<file path="config.mk">
export PLATFORM = sky130hd
export DESIGN_NAME = clk_stop_ctrl
export DESIGN_NICKNAME = d
export VERILOG_FILES = /design/src/rtl/clk_stop_ctrl.sv
export SDC_FILE = /design/constraint.sdc
export NUM_CORES = 1
export LEC_CHECK = 0
export ABC_AREA = 0
export BUFFER_PORTS_ARGS = -buffer_cell sky130_fd_sc_hd__buf_4
export CELL_PAD_IN_SITES_DETAIL_PLACEMENT = 0
export CELL_PAD_IN_SITES_GLOBAL_PLACEMENT = 1
export CORE_MARGIN = 2
export CORE_UTILIZATION = 42
export CTS_CLUSTER_DIAMETER = 50
export CTS_CLUSTER_SIZE = 12
export DETAILED_ROUTE_END_ITERATION = 7
export GPL_ROUTABILITY_DRIVEN = 1
export PLACE_DENSITY = 0.76
export SLEW_MARGIN = 15
export SYNTH_ARGS = -nofsm -noshare
export SYNTH_HDL_FRONTEND = slang
export SYNTH_SLANG_ARGS = --single-unit
</file>
<file path="constraint.sdc">
create_clock -name mclk -period 1.9 [get_ports mclk]
set_clock_uncertainty 0.1 [all_clocks]
set_input_delay 0.19 -clock mclk [delete_from_list [all_inputs] [get_ports mclk]]
set_output_delay 0.19 -clock mclk [all_outputs]
set_load 0.05 [all_outputs]
</file>
<file path="src/rtl/clk_stop_ctrl.sv">
module clk_stop_ctrl #(
  parameter int DIV_FAST = 3,
  parameter int DIV_SLOW = 768,
  parameter int WARM_CYC = 8192
) (
  input  logic       mclk,
  input  logic       por_n,
  input  logic       efi_mode,
  input  logic       fast_sel,
  input  logic       osc_valid,
  input  logic       start,
  input  logic       res_n,
  input  logic [2:0] stat,
  output logic       clk_o,
  output logic       clk50_o,
  output logic       pclk_o,
  output logic       osc_en
);
  localparam int PW = $clog2(DIV_SLOW);
  localparam int WW = $clog2(WARM_CYC + 1);

  typedef enum logic [1:0] {ST_RUN = 2'd0, ST_PEND = 2'd1, ST_HALT = 2'd2, ST_WARM = 2'd3} st_t;

  st_t           st;
  logic [1:0]    start_sy, res_sy;
  logic [PW-1:0] phase;
  logic          fast_q, prev_idle, pend_n, pclk_q;
  logic [1:0]    pcnt;
  logic [WW-1:0] wcnt;

  wire start_s = start_sy[1];
  wire res_low = !res_sy[1];
  wire ticking = (st == ST_RUN) || (st == ST_PEND);
  wire [PW-1:0] div_m1 = fast_q ? PW'(DIV_FAST - 1) : PW'(DIV_SLOW - 1);
  wire [PW-1:0] hi_len = fast_q ? PW'(DIV_FAST / 3) : PW'(DIV_SLOW / 3);
  wire [PW-1:0] h50_len = fast_q ? PW'((DIV_FAST + 1) / 2) : PW'((DIV_SLOW + 1) / 2);
  wire rise = ticking && (phase == div_m1);
  wire halt_code = (stat == 3'b011);
  wire idle_code = (stat == 3'b111);

  assign clk_o   = phase < hi_len;
  assign clk50_o = phase < h50_len;
  assign pclk_o  = pclk_q;
  assign osc_en  = !((st == ST_HALT) && !efi_mode);

  always_ff @(posedge mclk or negedge por_n) begin
    if (!por_n) begin
      st        <= ST_WARM;
      start_sy  <= 2'b00;
      res_sy    <= 2'b11;
      phase     <= '0;
      fast_q    <= 1'b1;
      prev_idle <= 1'b0;
      pend_n    <= 1'b0;
      pcnt      <= 2'd0;
      pclk_q    <= 1'b0;
      wcnt      <= '0;
    end else begin
      start_sy <= {start_sy[0], start};
      res_sy   <= {res_sy[0], res_n};
      if (ticking) begin
        phase <= rise ? '0 : phase + 1'b1;
        pcnt  <= (pcnt == 2'd2) ? 2'd0 : pcnt + 2'd1;
        if (pcnt == 2'd2) pclk_q <= ~pclk_q;
      end
      if (rise) begin
        fast_q    <= fast_sel;
        prev_idle <= idle_code;
      end
      case (st)
        ST_RUN: begin
          if (rise && halt_code && prev_idle && !start_s) begin
            st     <= ST_PEND;
            pend_n <= 1'b0;
          end
        end
        ST_PEND: begin
          if (start_s) st <= ST_RUN;
          else if (rise) begin
            if (pend_n) st <= ST_HALT;
            else pend_n <= 1'b1;
          end
        end
        ST_HALT: begin
          if (start_s || res_low) begin
            if (efi_mode) st <= ST_RUN;
            else begin
              st   <= ST_WARM;
              wcnt <= '0;
            end
          end
        end
        ST_WARM: begin
          if (efi_mode) st <= ST_RUN;
          else if (osc_valid) begin
            if (wcnt == WW'(WARM_CYC - 1)) st <= ST_RUN;
            else wcnt <= wcnt + 1'b1;
          end
        end
        default: st <= ST_WARM;
      endcase
    end
  end
endmodule

</file>
==> summary.txt, run 1 <==
Arr. time, crit path: 1.69 ns
Residual DRC: 0
Cell Rows: 24
slew at the pin closest to its max-slew limit: 0.4856 ns
synth top area cells: dfrtp_1 39%, dfstp_2 6.6%, o21ai_0 5.6%
drt pass-1 iters: 4
layout cells sized above 1: 0.3295
fin area: 2580 µm²
Root Driver: clkbuf_8
RSZ-0062 raised after global routing: yes
largest family of logic cells by synthesized area: simple AND/OR/NAND/NOR gates
Worst-path clk slew: 0.07 ns
endpoints failing setup: 1
XOR/XNOR share of the synthesized area: 0.004430
later-pin clock latency in the skew report: 0.28 ns
Post-Place Cells: 289
Routed wire per std cell: 15.96 µm
Period Utilization, post-route: 1.041
Slowest cell on crit path: dfstp_2
cells after synthesis: 209
Synth top area share: 0.3924
Critical Path Start Type: flop
Slew Viols, Final: 0
Core Area: 4444 µm²
critical path's most frequent cell: buf_6
maximum vdd drop: 0.0008638 V
Setup TNS: -0.07851 ns
outcome: complete, but fails checks
hpwl dp: 3.270 mm
Slew HR: 0.6751
Logic pwr share: 0.311
Reg2Reg Setup Slack: 0.02 ns
Avg Inst Size Synth: 9.459 µm²
type of the worst setup path: flop to output port
Pint: 0.001547 W
Post-Synth Simple-Gate Area: 0.2443
drt initial violations: 94
Die Height: 72.61 µm
gr ovfl total: 0
effective utilization at floorplan: 0.4448
Final ANT Viol Nets: 0
Num CTS Buffers: 5
CTS tree: built
setup ws final: -0.07851 ns
Via density: 6.019
GRT Util Overall: 0.2011
Area Growth Syn to Fin: 30.51%
switch share: 0.3303
fin cells: 310
Num Clock Sinks: 36
first-pass GRT wire length: 8.252 mm
pwr dens: 895.2 nW/µm²
mux contribution to synthesized area: 0.02658
HP Class: primary input to flop
die span in x: 72.61 µm
Netlist Area Pre-Place: 1977 µm²
H-tree depth: 2
Post-Synth Adder-Cell Area: 0.03165
Core Util, Final: 0.5805
main flop type after synthesis: dfrtp_1
Final min period: 1.979 ns
worst-path cell chain: buf_6, ha_4, a21o_1, a211oi_2, buf_6
Max Clock Freq: 505.4 MHz
largest net degree at the start of global routing: 37
most common cell in the netlist: dfrtp_1
Seq cells post-synth: 36
compound-cell area share of the yosys netlist: 0.2019
top cells by count, synth: 31 x dfrtp_1, 22 x nand2_1, 22 x o21ai_0
CTS max path bufs: 2
asr flop ratio synth: 1.000
max-cap viol count: 0
Routed WL: 4.947 mm
antenna violations before repair: 0
Seq/Total Area, Yosys: 0.4589
Sequential Power Share: 0.449
Top Ports: 14
total number of vias: 1866
port bufs: 13
fin nets: 272
worst-path fanout max: 4
Yosys Warn Count: 0
Worst Setup End Kind: output port
switching power: 0.0007629 W
Post-synth EDFFs: 0
final hold vios: 0
Hold Slack: 0.05861 ns
Ant. Diodes: 0
syn nets: 224
failing checks: setup timing
Lkg Pwr: 1.144 nW
CP max stage delay: 0.54 ns
die area: 5271 µm²
Area after DPL: 2282 µm²
vias in the first global route: 1846
area leader, netlist: dfrtp_1
number of distinct library cells after synthesis: 47
routability-driven placement congestion ratio: 0.8020
data required time of the worst path: 1.61 ns
clock share of power: 0.241
path summary, 6_finish.rpt:
| check | from | endpoint | cells after the start |
|---|---|---|---|
| min in group asynchronous | por_n | wcnt[7] | 2 |
| worst min register to register | res_sy[0] | res_sy[1] | 0 |
| max in group asynchronous | por_n | st[0] | 2 |
| worst max-delay path | fast_q | clk50_o | 5 |
| worst max register to register | fast_q | phase[9] | 6 |
| worst min-delay path | fast_sel | fast_q | 2 |
repair_timing:
| action | in CTS | in global routing |
|---|---|---|
| gates cloned | 1 | 0 |
| pin swaps | 7 | 7 |
| hold buffers | 3 | 0 |
| gates resized for setup | 8 | 25 |
| hold endpoints to repair | 33 | 0 |
| endpoints found under the setup margin | 18 | 24 |
| setup buffers | 5 | 4 |
cell families after synthesis:
logic type,Yosys count
XOR/XNOR,1
flip-flops,36
adder cells (fa/ha/maj),5
buffers and inverters,13
AND/OR/NAND/NOR,87
multiplexers,5
AO/OA/AOI/OAI,62
flip-flops by register name, summed over array words and instances, names as in the netlist:
| name | flops |
|---|---|
| fast_q | 1 |
| pclk_o | 1 |
| pcnt | 2 |
| pend_n | 1 |
| phase | 10 |
| prev_idle | 1 |
| res_sy | 2 |
| st | 2 |
| start_sy | 2 |
| wcnt | 14 |
metal layers:
metal / up-vias / part of all wire / GRT usage
met2: 48 / 0.48 / 0.3192
met3: 8 / 0.039 / 0.04006
met5: - / 0 / 0
met4: 0 / 0.015 / 0.08848
met1: 922 / 0.47 / 0.2674
li1: 888 / - / -
layout by cell type (no fill, tap or decap), types with 5 or more instances in the layout:
master,synthesis,final
a21oi_1,7,7
buf_6,1,6
a31oi_1,5,5
dfstp_2,5,5
dfrtp_1,31,31
clkbuf_8,0,6
nand2_1,22,22
nand3_1,19,17
buf_4,1,38
nor2_1,15,13
o21ai_0,22,12
o31ai_1,9,9
o21ai_1,3,10
power by group through the flow:
stage	Combinational [W]	Sequential, W	Clock, W
2_1_floorplan	0.000332	0.00109	0
3_3_place_gp	0.000607	0.00104	0
3_5_place_dp	0.000637	0.00105	0
4_1_cts	0.000695	0.00103	0.000577
5_1_grt	0.000796	0.00106	0.000608
6_report	0.000718	0.00104	0.000556
worst max-delay path, delay by kind of cell (launching register included):
family                     cells  cell delay, ns
DFF                            1            0.54
AOI/OAI and AO/OA              2            0.35
buffers and inverters          2            0.30
adders and majority gates      1            0.20
layout make-up:
| class | count | area [µm²] |
|---|---|---|
| well taps | 52 | 65.06 |
| clock buffers | 8 | 90.09 |
| repair buffers | 48 | 397.9 |
| flip-flops and latches | 36 | 907.1 |
| inverters | 5 | 18.77 |
| fillers | 409 | 1864 |
| multi-input cells | 161 | 1101 |
stage by stage:
| stage | setup WS, ns | total power [W] |
|---|---|---|
| after floorplan | -0.1329 | 0.001417 |
| after global placement | 0.004933 | 0.001650 |
| after detailed placement | -0.1086 | 0.001687 |
| after CTS | -0.08711 | 0.002305 |
| after global routing | -0.1887 | 0.002462 |
| final | -0.07851 | 0.002310 |
Power figures use the tool's default switching activity.
==> run 2, diff against run 1 <==
Settings changed: CORE_UTILIZATION 42 to 35, PLACE_DENSITY 0.76 to 0.73, SKIP_LAST_GASP from default to 1.
==> run 2 against run 1 <==
The flow still finishes with violations (setup timing). Sequential cell count unchanged. Non-clock buffer count increased by 5. Critical endpoint unchanged. Combinational power is 3% higher. Register-to-register slack lost 0.02 ns. Largest cell class unchanged. Global-route usage down 3.0 points. Final area is 2.6% higher. Highest routed layer unchanged.
==> summary.txt, run 2 (same netlist as run 1, synthesis figures left out) <==
Via density: 5.365 (was 6.019)
routability-driven placement congestion ratio: 0.7917 (was 0.8020)
Final min period: 1.996 ns (was 1.979 ns)
Pint: 0.001564 W (was 0.001547 W)
pwr dens: 887.3 nW/µm² (was 895.2 nW/µm²)
drt pass-1 iters: 4 (unchanged)
later-pin clock latency in the skew report: 0.29 ns (was 0.28 ns)
Lkg Pwr: 1.142 nW (was 1.144 nW)
Residual DRC: 0 (unchanged)
max-cap viol count: 0 (unchanged)
Slew HR: 0.6875 (was 0.6751)
final hold vios: 0 (unchanged)
CTS tree: built (unchanged)
Sequential Power Share: 0.445 (was 0.449)
switching power: 0.0007842 W (was 0.0007629 W)
Cell Rows: 27 (was 24)
die area: 6266 µm² (was 5271 µm²)
GRT Util Overall: 0.1716 (was 0.2011)
worst-path cell chain: buf_6, ha_4, a21o_1, a211oi_2, buf_6 (unchanged)
Top Ports: 14 (unchanged)
Routed wire per std cell: 14.17 µm (was 15.96 µm)
most frequent cells in the layout: 44 x buf_4, 30 x dfrtp_1, 22 x nand2_1 (was 38 x buf_4, 31 x dfrtp_1, 22 x nand2_1)
Arr. time, crit path: 1.71 ns (was 1.69 ns)
CTS max path bufs: 2 (unchanged)
Reg-to-Reg Start: phase[4] (was fast_q)
Logic pwr share: 0.314 (was 0.311)
Area after DPL: 2345 µm² (was 2282 µm²)
fin area: 2646 µm² (was 2580 µm²)
Worst-path clk slew: 0.07 ns (about the same)
gr ovfl total: 0 (unchanged)
setup ws final: -0.09577 ns (was -0.07851 ns)
Num CTS Buffers: 5 (unchanged)
Final ANT Viol Nets: 0 (unchanged)
Top reg by flops: wcnt (unchanged)
CP startpoint: fast_q (unchanged)
Worst Setup End Kind: output port (unchanged)
data required time of the worst path: 1.61 ns (about the same)
CP top delay family: flip-flops (unchanged)
HP Class: primary input to flop (unchanged)
clock share of power: 0.242 (was 0.241)
worst-path fanout max: 3 (was 4)
biggest regs: wcnt x14, phase x10 (unchanged)
drt initial violations: 159 (was 94)
first-pass GRT wire length: 8.411 mm (was 8.252 mm)
port bufs: 13 (unchanged)
Period Utilization, post-route: 1.050 (was 1.041)
die span in x: 79.16 µm (was 72.61 µm)
Core Util, Final: 0.4835 (was 0.5805)
Core Area: 5473 µm² (was 4444 µm²)
Area Growth Syn to Fin: 33.86% (was 30.51%)
failing checks: setup timing (unchanged)
type of the worst setup path: flop to output port (unchanged)
endpoints failing setup: 2 (was 1)
CP max stage delay: 0.55 ns (was 0.54 ns)
Critical Path Start Type: flop (unchanged)
critical path depth: 5 (unchanged)
critical path's most frequent cell: buf_6 (unchanged)
max reg flops: 14 (unchanged)
Worst Path Buf+Inv: 2 (unchanged)
total number of vias: 1792 (was 1866)
hpwl dp: 3.232 mm (was 3.270 mm)
Hold Slack: 0.06381 ns (was 0.05861 ns)
maximum vdd drop: 0.0003889 V (was 0.0008638 V)
layout cells sized above 1: 0.3473 (was 0.3295)
Ant. Diodes: 0 (unchanged)
R2R depth: 7 (was 6)
Slowest cell on crit path: dfstp_2 (unchanged)
Die Height: 79.16 µm (was 72.61 µm)
commonest non-fill, non-tap cell in the layout: buf_4 (unchanged)
antenna violations before repair: 0 (unchanged)
largest net degree at the start of global routing: 37 (unchanged)
switch share: 0.3340 (was 0.3303)
H-tree depth: 2 (unchanged)
Hold Crit Depth: 2 (unchanged)
RSZ-0062 raised after global routing: yes (unchanged)
Root Driver: clkbuf_8 (unchanged)
outcome: complete, but fails checks (unchanged)
vias in the first global route: 1693 (was 1846)
effective utilization at floorplan: 0.3612 (was 0.4448)
slew at the pin closest to its max-slew limit: 0.4687 ns (was 0.4856 ns)
Max Clock Freq: 501.1 MHz (was 505.4 MHz)
Num Clock Sinks: 36 (unchanged)
fin nets: 276 (was 272)
Routed WL: 4.733 mm (was 4.947 mm)
Worst Hold Launch: fast_sel (unchanged)
Slew Viols, Final: 0 (unchanged)
run 2: cell count changes in the layout (fill, tap and decap cells not counted), sizes merged:
cell | before | now
a2111o | 2 | 1
buf | 45 | 50
clkbuf | 8 | 6
clkinv | 0 | 2
run 2: final cells by class:
cell class	instances	area, µm²
Inverter	5	18.77
Clock buffer	6	82.58
Timing Repair Buffer	53	431.7
Fill cell	532	2826
Clock inverter	2	10.01
Multi-Input combinational cell	160	1105
Sequential cell	36	908.4
Tap cell	72	90.09
run 2: routing by layer:
metal	global-route usage	part of all wire	wire (µm)
met1	0.2547	0.51	2394
met5	0	0	0
met4	0.05690	0.018	85
met3	0.03068	0.032	150
met2	0.2517	0.44	2103
run 2: power groups by stage:
stage	clock (W)	combinational, W	sequential [W]
after floorplan	0	0.000332	0.00109
after global placement	0	0.000625	0.00105
after detailed placement	0	0.000631	0.00106
after CTS	0.000586	0.000703	0.00104
after global routing	0.000623	0.000838	0.00107
final	0.000567	0.000737	0.00104
run 2: worst paths after layout:
path | end | slack [ns]
max reg2reg | st[0] | 0
min in group asynchronous | wcnt[3] | 0.30
min reg2reg | start_sy[1] | 0.25
max | clk50_o | -0.1
max in group asynchronous | st[0] | 1.04
min | fast_q | 0.06
run 2: what timing repair did:
item                       CTS  global route
resized for setup            8            17
pin swaps                    5             6
buffers inserted             7             2
hold buffers                 3             0
setup endpoints to repair    3            26
hold endpoints to repair    33             0
run 2: through the flow:
stage / setup WS [ns] / setup TNS, ns / instances / total power [W]
after floorplan: -0.1329 / -0.1329 / 209 / 0.001417
after global placement: 0.09195 / 0 / 314 / 0.001678
after detailed placement: 0.03043 / 0 / 314 / 0.001686
after CTS: -0.06330 / -0.2188 / 332 / 0.002330
after global routing: -0.1617 / -0.5396 / 334 / 0.002532
final: -0.09577 / -0.1030 / 334 / 0.002348
==> run 3, diff against run 2 <==
Settings changed: CORE_MARGIN 2 to default, PLACE_DENSITY 0.73 to default, PLACE_DENSITY_LB_ADDON from default to 0.1, TNS_END_PERCENT from default to 1.
==> run 3 against run 2 <==
The run still ends with setup timing left. Global-route usage decreased by 0.37 points. Worst hold slack worse by 0.024 ns. First-iteration DRC count grew 6.3%. Register-to-register slack worse by 0.07 ns. Clock power grew 19%. Sequential power hardly changed. Combinational power down 3.5%. Routed wire length decreased by 4.1%.
==> summary.txt, run 3 (same netlist as run 1, synthesis figures left out) <==
Cell Rows: 26 (was 27)
Routed WL: 4.541 mm (was 4.733 mm)
die area: 5953 µm² (was 6266 µm²)
Core Area: 5270 µm² (was 5473 µm²)
max reg flops: 14 (unchanged)
Residual DRC: 0 (unchanged)
worst-path cell chain: buf_6, ha_4, a21o_1, a211oi_2, buf_6 (unchanged)
most frequent cells in the layout: 44 x buf_4, 31 x dfrtp_1, 22 x nand2_1, 22 x o21ai_0, 19 x nand3_1 (was 44 x buf_4, 30 x dfrtp_1, 22 x nand2_1)
hpwl dp: 3.317 mm (was 3.232 mm)
CP startpoint: fast_q (unchanged)
Root Driver: clkbuf_8 (unchanged)
fin nets: 272 (was 276)
die span in x: 77.16 µm (was 79.16 µm)
type of the worst setup path: flop to output port (unchanged)
Area after DPL: 2352 µm² (was 2345 µm²)
H-tree depth: 2 (unchanged)
Max Clock Freq: 499.7 MHz (was 501.1 MHz)
antenna violations before repair: 0 (unchanged)
gr ovfl total: 0 (unchanged)
Worst-path clk slew: 0.08 ns (was 0.07 ns)
Num CTS Buffers: 5 (unchanged)
final hold vios: 0 (unchanged)
Area Growth Syn to Fin: 28.99% (was 33.86%)
Num Clock Sinks: 36 (unchanged)
Die Height: 77.16 µm (was 79.16 µm)
largest net degree at the start of global routing: 37 (unchanged)
data required time of the worst path: 1.61 ns (about the same)
Core Util, Final: 0.4839 (was 0.4835)
later-pin clock latency in the skew report: 0.29 ns (about the same)
drt pass-1 iters: 4 (unchanged)
max-cap viol count: 0 (unchanged)
HP Class: primary input to flop (unchanged)
maximum vdd drop: 0.0006378 V (was 0.0003889 V)
Post-Place Cells: 314 (unchanged)
outcome: complete, but fails checks (unchanged)
Critical Path Start Type: flop (unchanged)
Ant. Diodes: 0 (unchanged)
CTS max path bufs: 2 (unchanged)
Setup TNS: -0.3989 ns (was -0.1030 ns)
Final min period: 2.001 ns (was 1.996 ns)
Top reg by flops: wcnt (unchanged)
Reg-to-Reg Start: fast_q (was phase[4])
fin cells: 328 (was 334)
vias in the first global route: 1743 (was 1693)
endpoints failing setup: 10 (was 2)
routability-driven placement congestion ratio: 0.7739 (was 0.7917)
port bufs: 13 (unchanged)
Slew Viols, Final: 0 (unchanged)
Routed wire per std cell: 13.84 µm (was 14.17 µm)
biggest regs: wcnt x14, phase x10 (unchanged)
Slowest cell on crit path: dfstp_2 (unchanged)
Slew HR: 0.7005 (was 0.6875)
Place WS: -0.009803 ns (was 0.03043 ns)
CTS tree: built (unchanged)
Period Utilization, post-route: 1.053 (was 1.050)
pwr dens: 947.6 nW/µm² (was 887.3 nW/µm²)
Worst Hold Launch: fast_sel (unchanged)
Worst Setup End Kind: output port (unchanged)
first-pass GRT wire length: 7.866 mm (was 8.411 mm)
Final ANT Viol Nets: 0 (unchanged)
worst-path fanout max: 3 (unchanged)
drt initial violations: 169 (was 159)
Arr. time, crit path: 1.71 ns (about the same)
Lkg Pwr: 1.115 nW (was 1.142 nW)
Top Ports: 14 (unchanged)
failing checks: setup timing (unchanged)
commonest non-fill, non-tap cell in the layout: buf_4 (unchanged)
effective utilization at floorplan: 0.3751 (was 0.3612)
total number of vias: 1802 (was 1792)
fin area: 2550 µm² (was 2646 µm²)
layout cells sized above 1: 0.2984 (was 0.3473)
GRT Util Overall: 0.1678 (was 0.1716)
RSZ-0062 raised after global routing: yes (unchanged)
setup ws final: -0.1011 ns (was -0.09577 ns)
CP max stage delay: 0.54 ns (was 0.55 ns)
critical path's most frequent cell: buf_6 (unchanged)
slew at the pin closest to its max-slew limit: 0.4477 ns (was 0.4687 ns)
Via density: 5.494 (was 5.365)
run 3: final cells by class:
cell class | count | area (µm²)
Tap cell | 70 | 87.58
Clock inverter | 3 | 42.54
Sequential cell | 36 | 907.1
Inverter | 5 | 18.77
Timing Repair Buffer | 49 | 382.9
Clock buffer | 5 | 68.82
Fill cell | 511 | 2720
Multi-Input combinational cell | 160 | 1042
run 3: path summary, 6_finish.rpt:
check                           slack, ns     endpoint  cells past startpoint
worst max-delay path                -0.10      clk50_o                      5
worst min-delay path                 0.04       fast_q                      2
worst max register to register      -0.07       fast_q                      6
worst min register to register       0.26  start_sy[1]                      0
max in group asynchronous            1.06    res_sy[0]                      2
min in group asynchronous            0.29      wcnt[9]                      2
run 3: power by group:
part           total, W  leakage (nW)  internal [W]  switching (W)
registers       0.00103         0.450      0.000908       0.000121
clock network  0.000676        0.0541      0.000388       0.000288
logic          0.000711         0.611      0.000347       0.000364
run 3: through the flow:
stage / hold slack (ns) / total power, W
finish: 0.03958 / 0.002416
global route: 0.03636 / 0.002581
CTS: 0.03347 / 0.002419
detailed placement: 0.08053 / 0.001697
global placement: 0.07478 / 0.001679
floorplan: -0.2056 / 0.001417
run 3: critical path: cells and delay by family, from the launching register on:
| family | cells | cell delay (ns) |
|---|---|---|
| AOI/OAI and AO/OA | 2 | 0.39 |
| adders and majority gates | 1 | 0.20 |
| DFF | 1 | 0.54 |
| buffers and inverters | 2 | 0.29 |
run 3: routing by layer:
layer	part of all wire	global-route usage	wire length, µm	vias to the layer above
met3	0.046	0.03929	208	7
met2	0.45	0.2549	2034	47
met5	0	0	0	-
met1	0.49	0.2256	2235	868
met4	0.014	0.07547	63	0
li1	-	-	-	880
run 3: what timing repair did:
action / CTS / global route
hold buffers: 3 / 0
hold endpoints to repair: 33 / 0
setup endpoints to repair: 5 / 24
gates resized for setup: 3 / 3
pin swaps: 3 / 1
buffers inserted: 3 / 0
